[config.mk]
export PLATFORM = sky130hd
export DESIGN_NAME = pfd_pump_ctrl
export DESIGN_NICKNAME = d
export VERILOG_FILES = /design/src/rtl/pfd_pkg.sv /design/src/rtl/pfd_core.sv /design/src/rtl/lock_det.sv /design/src/rtl/pump_port_map.sv /design/src/rtl/pfd_pump_ctrl.sv
export SDC_FILE = /design/constraint.sdc
export NUM_CORES = 1
export LEC_CHECK = 0
export BUFFER_PORTS_ARGS = -buffer_cell sky130_fd_sc_hd__buf_2
export CORE_UTILIZATION = 45
export CTS_CLUSTER_DIAMETER = 120
export DETAILED_ROUTE_END_ITERATION = 8
export PLACE_DENSITY = 0.72
export SKIP_CTS_REPAIR_TIMING = 1
export SYNTH_ARGS = -nofsm -noshare
export SYNTH_HDL_FRONTEND = slang
export SYNTH_HIERARCHICAL = 1
export SYNTH_SLANG_ARGS = --single-unit
export TNS_END_PERCENT = 5
[constraint.sdc]
create_clock -name clk_i -period 1.4 [get_ports clk_i]
set_clock_uncertainty 0.05 [all_clocks]
set_input_delay 0.14 -clock clk_i [delete_from_list [all_inputs] [get_ports clk_i]]
set_output_delay 0.14 -clock clk_i [all_outputs]
set_load 0.02 [all_outputs]
[src/rtl/pfd_pkg.sv]
package pfd_pkg;
  typedef enum logic [1:0] {
    MODE_UHF  = 2'b00,
    MODE_VHF  = 2'b01,
    MODE_STBY = 2'b10
  } band_mode_e;

  localparam logic [2:0] TM_OFF     = 3'b010;
  localparam logic [2:0] TM_SINK    = 3'b110;
  localparam logic [2:0] TM_SRC     = 3'b011;
  localparam logic [2:0] TM_REF_OBS = 3'b100;
  localparam logic [2:0] TM_DIV_OBS = 3'b101;
endpackage

[src/rtl/pfd_core.sv]
module pfd_core (
  input  logic clk_i,
  input  logic rst_ni,
  input  logic hold_i,
  input  logic ref_i,
  input  logic div_i,
  output logic up_o,
  output logic dn_o,
  output logic cmp_o
);
  logic up_q, dn_q, up_set, dn_set;

  always_comb begin
    up_set = up_q | ref_i;
    dn_set = dn_q | div_i;
    cmp_o  = up_set & dn_set & ~hold_i;
  end

  always_ff @(posedge clk_i or negedge rst_ni) begin
    if (!rst_ni) begin
      up_q <= 1'b0;
      dn_q <= 1'b0;
    end else if (hold_i || (up_set && dn_set)) begin
      up_q <= 1'b0;
      dn_q <= 1'b0;
    end else begin
      up_q <= up_set;
      dn_q <= dn_set;
    end
  end

  assign up_o = up_q;
  assign dn_o = dn_q;
endmodule

[src/rtl/lock_det.sv]
module lock_det #(
  parameter int MAX_W    = 4,
  parameter int LOCK_CNT = 16
) (
  input  logic clk_i,
  input  logic rst_ni,
  input  logic hold_i,
  input  logic active_i,
  input  logic cmp_i,
  output logic lock_o
);
  localparam int WW = $clog2(MAX_W + 1);
  localparam int CW = $clog2(LOCK_CNT + 1);

  logic [WW-1:0] w_q;
  logic [CW-1:0] good_q;
  logic          lock_q;
  logic          viol;

  // pulse already longer than MAX_W cycles
  assign viol = active_i && (w_q == WW'(MAX_W));

  always_ff @(posedge clk_i or negedge rst_ni) begin
    if (!rst_ni)                   w_q <= '0;
    else if (hold_i || !active_i)  w_q <= '0;
    else if (w_q != WW'(MAX_W))    w_q <= w_q + 1'b1;
  end

  always_ff @(posedge clk_i or negedge rst_ni) begin
    if (!rst_ni) begin
      good_q <= '0;
      lock_q <= 1'b0;
    end else if (hold_i || viol) begin
      good_q <= '0;
      lock_q <= 1'b0;
    end else if (cmp_i) begin
      if (good_q != CW'(LOCK_CNT)) good_q <= good_q + 1'b1;
      if (good_q >= CW'(LOCK_CNT - 1)) lock_q <= 1'b1;
    end
  end

  assign lock_o = lock_q;
endmodule

[src/rtl/pump_port_map.sv]
module pump_port_map
  import pfd_pkg::*;
(
  input  logic       clk_i,
  input  logic       rst_ni,
  input  logic [2:0] test_sel_i,
  input  logic       amp_off_i,
  input  logic [2:0] band_sel_i,
  input  logic       ref_i,
  input  logic       div_i,
  input  logic       pfd_up_i,
  input  logic       pfd_dn_i,
  output logic       stby_o,
  output logic       up_o,
  output logic       dn_o,
  output logic       port_lo_o,
  output logic       port_hi_o,
  output logic       port_aux_o,
  output logic [1:0] band_mode_o
);
  logic       div2_q;
  band_mode_e mode;

  always_ff @(posedge clk_i or negedge rst_ni) begin
    if (!rst_ni)    div2_q <= 1'b0;
    else if (div_i) div2_q <= ~div2_q;
  end

  always_comb begin
    stby_o = (band_sel_i[1:0] == 2'b11);
    unique case (band_sel_i[1:0])
      2'b00:   mode = MODE_UHF;
      2'b11:   mode = MODE_STBY;
      default: mode = MODE_VHF;
    endcase
  end

  // priority: standby, amp off, test override, detector
  always_comb begin
    up_o = pfd_up_i;
    dn_o = pfd_dn_i;
    if (stby_o) begin
      up_o = 1'b0;
      dn_o = 1'b0;
    end else if (amp_off_i) begin
      up_o = 1'b0;
      dn_o = 1'b1;
    end else begin
      case (test_sel_i)
        TM_OFF:  begin up_o = 1'b0; dn_o = 1'b0; end
        TM_SINK: begin up_o = 1'b0; dn_o = 1'b1; end
        TM_SRC:  begin up_o = 1'b1; dn_o = 1'b0; end
        default: ;
      endcase
    end
  end

  always_comb begin
    port_lo_o   = (test_sel_i == TM_DIV_OBS) ? div2_q : (band_sel_i[1:0] == 2'b01);
    port_hi_o   = (band_sel_i[1:0] == 2'b10);
    port_aux_o  = (test_sel_i == TM_REF_OBS) ? ref_i : band_sel_i[2];
    band_mode_o = mode;
  end
endmodule

[src/rtl/pfd_pump_ctrl.sv]
module pfd_pump_ctrl #(
  parameter int MAX_W    = 4,
  parameter int LOCK_CNT = 16
) (
  input  logic       clk_i,
  input  logic       rst_ni,
  input  logic       ref_pulse_i,
  input  logic       div_pulse_i,
  input  logic       cp_hi_i,
  input  logic [2:0] test_sel_i,
  input  logic       amp_off_i,
  input  logic [2:0] band_sel_i,
  output logic       up_o,
  output logic       dn_o,
  output logic       hi_cur_o,
  output logic       port_lo_o,
  output logic       port_hi_o,
  output logic       port_aux_o,
  output logic [1:0] band_mode_o,
  output logic       lock_o
);
  logic stby, pfd_up, pfd_dn, cmp;

  pump_port_map u_map (
    .clk_i, .rst_ni, .test_sel_i, .amp_off_i, .band_sel_i,
    .ref_i(ref_pulse_i), .div_i(div_pulse_i),
    .pfd_up_i(pfd_up), .pfd_dn_i(pfd_dn),
    .stby_o(stby), .up_o, .dn_o, .port_lo_o, .port_hi_o, .port_aux_o,
    .band_mode_o
  );

  pfd_core u_core (
    .clk_i, .rst_ni, .hold_i(stby),
    .ref_i(ref_pulse_i), .div_i(div_pulse_i),
    .up_o(pfd_up), .dn_o(pfd_dn), .cmp_o(cmp)
  );

  lock_det #(.MAX_W(MAX_W), .LOCK_CNT(LOCK_CNT)) u_lock (
    .clk_i, .rst_ni, .hold_i(stby),
    .active_i(pfd_up | pfd_dn), .cmp_i(cmp), .lock_o
  );

  assign hi_cur_o = cp_hi_i;
endmodule

==> results by group <==
Run status
  • Status: finished, violations left
  • Violated checks: negative setup slack

Layout
  • FILL cells: 132
  • Design area: 1110 um2
  • Share of layout cells above drive strength 1: 43.9%
  • Most frequent cells in the layout: buf_4 (18), buf_2 (17), dfrtp_1 (12), inv_1 (12), nor2_1 (8)
  • NumNets Final: 145
  • Commonest non-fill, non-tap cell in the layout: buf_4
  • Non-filler instance count after layout: 147
  • Layout area overhead: 37.9%
  • Diodes inserted: 0

Detailed routing
  • Drt initial violations: 24
  • Routed Wire Length: 1.89 mm
  • DRT Pass-1 Iters: 4
  • Via count: 731
  • DRC violations left: 0
  • Drt via density: 4.97
  • Wirelength per Cell: 12.9 um
  • Antenna Nets Post-Route: 0

Critical path
  • Reg2Reg Depth: 4
  • Startpoint Class: flip-flop
  • Req. time, crit path: 1.52 ns
  • Crit path DAT: 1.55 ns
  • Crit-path max FO: 5
  • WS Path Type: reg -> reg
  • CP Capture Type: flip-flop
  • Critical R2R Launch: u_core/dn_o$_DFF_PN0_
  • Setup crit start: u_core/dn_o$_DFF_PN0_

Power
  • Leakage: 0.570 nW
  • Tot Pwr: 1.05 mW
  • P per Cell Area: 944 nW/um2
  • Peak VDD IR: 847 uV

Hold path
  • Hold depth: 2
  • Hold path start: ref_pulse_i
  • HP Class: in -> reg

Yosys
  • Syn Area/Cell: 9.35 um2
  • Syn Std Cell Area: 805 um2
  • Post-synthesis sequential area ratio: 37.3%
  • Cells after Synth: 86
  • Dominant cell type by area after synthesis: dfrtp_1
  • Synth area leaders: dfrtp_1 (37%), ha_1 (12%), inv_1 (5.6%)
  • Post-synth cell types: 35
  • Register bit total from synthesis: 12
  • Syn. warnings: 6
  • Syn nets: 106
  • Synth top area share: 37.3%

STA
  • RSZ-0062 raised after global routing: yes
  • Slew headroom: 81.6%
  • Final setup margin: -0.0306 ns
  • Final hold violation count: 0
  • Fmax: 699 MHz
  • Slew @ Worst Pin: 0.276 ns
  • Setup-failing EPs final: 3
  • Min Tclk post-route: 1.43 ns
  • Slew Limit Fails: 0
  • Final worst-path cycle share: 102%

Clocking
  • CTS sink cnt: 12
  • Register clock-pin slew on the reported worst setup and hold paths: 0.07 ns
  • CTS tree: yes
  • CTS Buffer Depth: 2
  • Root buf cell: clkbuf_4
  • H-tree depth: 1
  • Worst-Skew Late Latency: 0.26 ns
  • CTS buffer count: 3

Global route
  • Overflow after GRT: 0
  • Largest net degree at the start of global routing: 13
  • Total track usage: 21.1%
  • First-pass GRT wire length: 3.01 mm
  • Initial antenna violation count: 0
  • Vias in the first global route: 705

Floorplanning
  • Initial core utilization: 50.5%
  • DIE HEIGHT: 44.3 um
  • Die X: 44.3 um
  • Die Area: 1960 um2
  • Core area: 1590 um2
  • # rows: 14
  • Boundary Pins: 21

Placement
  • IO buf count: 18
  • GPL Wtd Cong: 0.872
  • Area after DPL: 996 um2
  • Post-DP HPWL: 1.36 mm
  • Placed cells: 138

Run
  • # Max-Cap Violations: 0
[worst max-delay path, stage by stage (launching register included)]
cell      delay [ns]
dfrtp_1         0.42
buf_6           0.13
or2_4           0.23
a31o_4          0.27
a311oi_2        0.24
[where the power goes]
group | internal (mW) | switching, mW
registers | 0.400 | 0.0408
logic | 0.196 | 0.209
clock network | 0.0993 | 0.103
total | 0.695 | 0.352
[cell type report]
cell class	count	area (um2)	area share [%]
clock buffer	3	22.5	2.03
inverter	12	45.0	4.06
multi-input combinational	59	470	42.4
sequential	12	300	27.1
tap	24	30.0	2.71
timing repair buffer	37	241	21.8
[flip-flops by register name (all words and copies together) (netlist names)]
name and cells:
u_core/dn_o 1, u_core/up_o 1, u_lock/good_q 5, u_lock/lock_o 1
u_lock/w_q 3, u_map/div2_q 1
[final timing paths]
check,slack [ns],end
setup / recovery,-0.03,u_lock/good_q[4]$_DFFE_PN0P_
hold / removal,0.02,u_core/dn_o$_DFF_PN0_
setup reg to reg,-0.03,u_lock/good_q[4]$_DFFE_PN0P_
hold reg to reg,0.44,u_map/div2_q$_DFFE_PN0P_
max in group asynchronous,0.85,u_core/dn_o$_DFF_PN0_
min in group asynchronous,0.23,u_lock/good_q[4]$_DFFE_PN0P_
[per-layer routing]
layer,GRT usage [%],up-vias,share of wire (%)
li1,-,370,-
met1,26.0,348,42
met2,36.5,11,55
met3,4.08,2,2.8
met4,7.27,0,0.53
met5,0,-,0
[cells in the mapped netlist]
cell       number
nand4bb_1       1
o21ai_0         1
and2b_1         1
inv_1          12
o21ai_1         2
mux2_1          1
dfrtp_1        12
xnor2_1         2
ha_1            8
nand4_1         1
nor3_1          2
and4bb_1        1
and3_1          1
xor2_1          1
a311o_1         1
or2_1           1
nand2b_1        2
a21oi_2         1
buf_6           1
nand2_2         1
a21oi_1         3
nor4_1          2
a31o_2          1
nand3b_1        1
buf_4           2
nor3b_1         1
a221oi_2        1
a311oi_1        1
nand3_1         4
o211a_1         1
nand2_1         4
mux2_4          1
and3_2          1
nor2_1          9
a31oi_1         1
[metrics by stage]
stage,hold slack (ns),setup TNS (ns),setup WS [ns],utilization [%]
detailed placement,-0.0147,-0.00868,-0.00868,62.5
CTS,-0.304,-0.0195,-0.0195,63.9
floorplan,-0.206,0,0.0219,-
global placement,-0.0193,0,0.0164,62.5
finish,0.0166,-0.0617,-0.0306,69.6
global route,0.0188,-0.403,-0.0821,69.6
[cells by family (layout without fill, tap and decap cells)]
group | Yosys count | after routing | synth area share [%]
AND/OR/NAND/NOR | 33 | 33 | 22.7
flip-flops | 12 | 12 | 37.3
multiplexers | 2 | 2 | 3.27
adder cells (fa/ha/maj) | 8 | 8 | 12.4
AO/OA/AOI/OAI | 13 | 13 | 12.1
XOR/XNOR | 3 | 3 | 3.27
buffers and inverters | 15 | 52 | 8.86
Power figures use the tool's default switching activity.
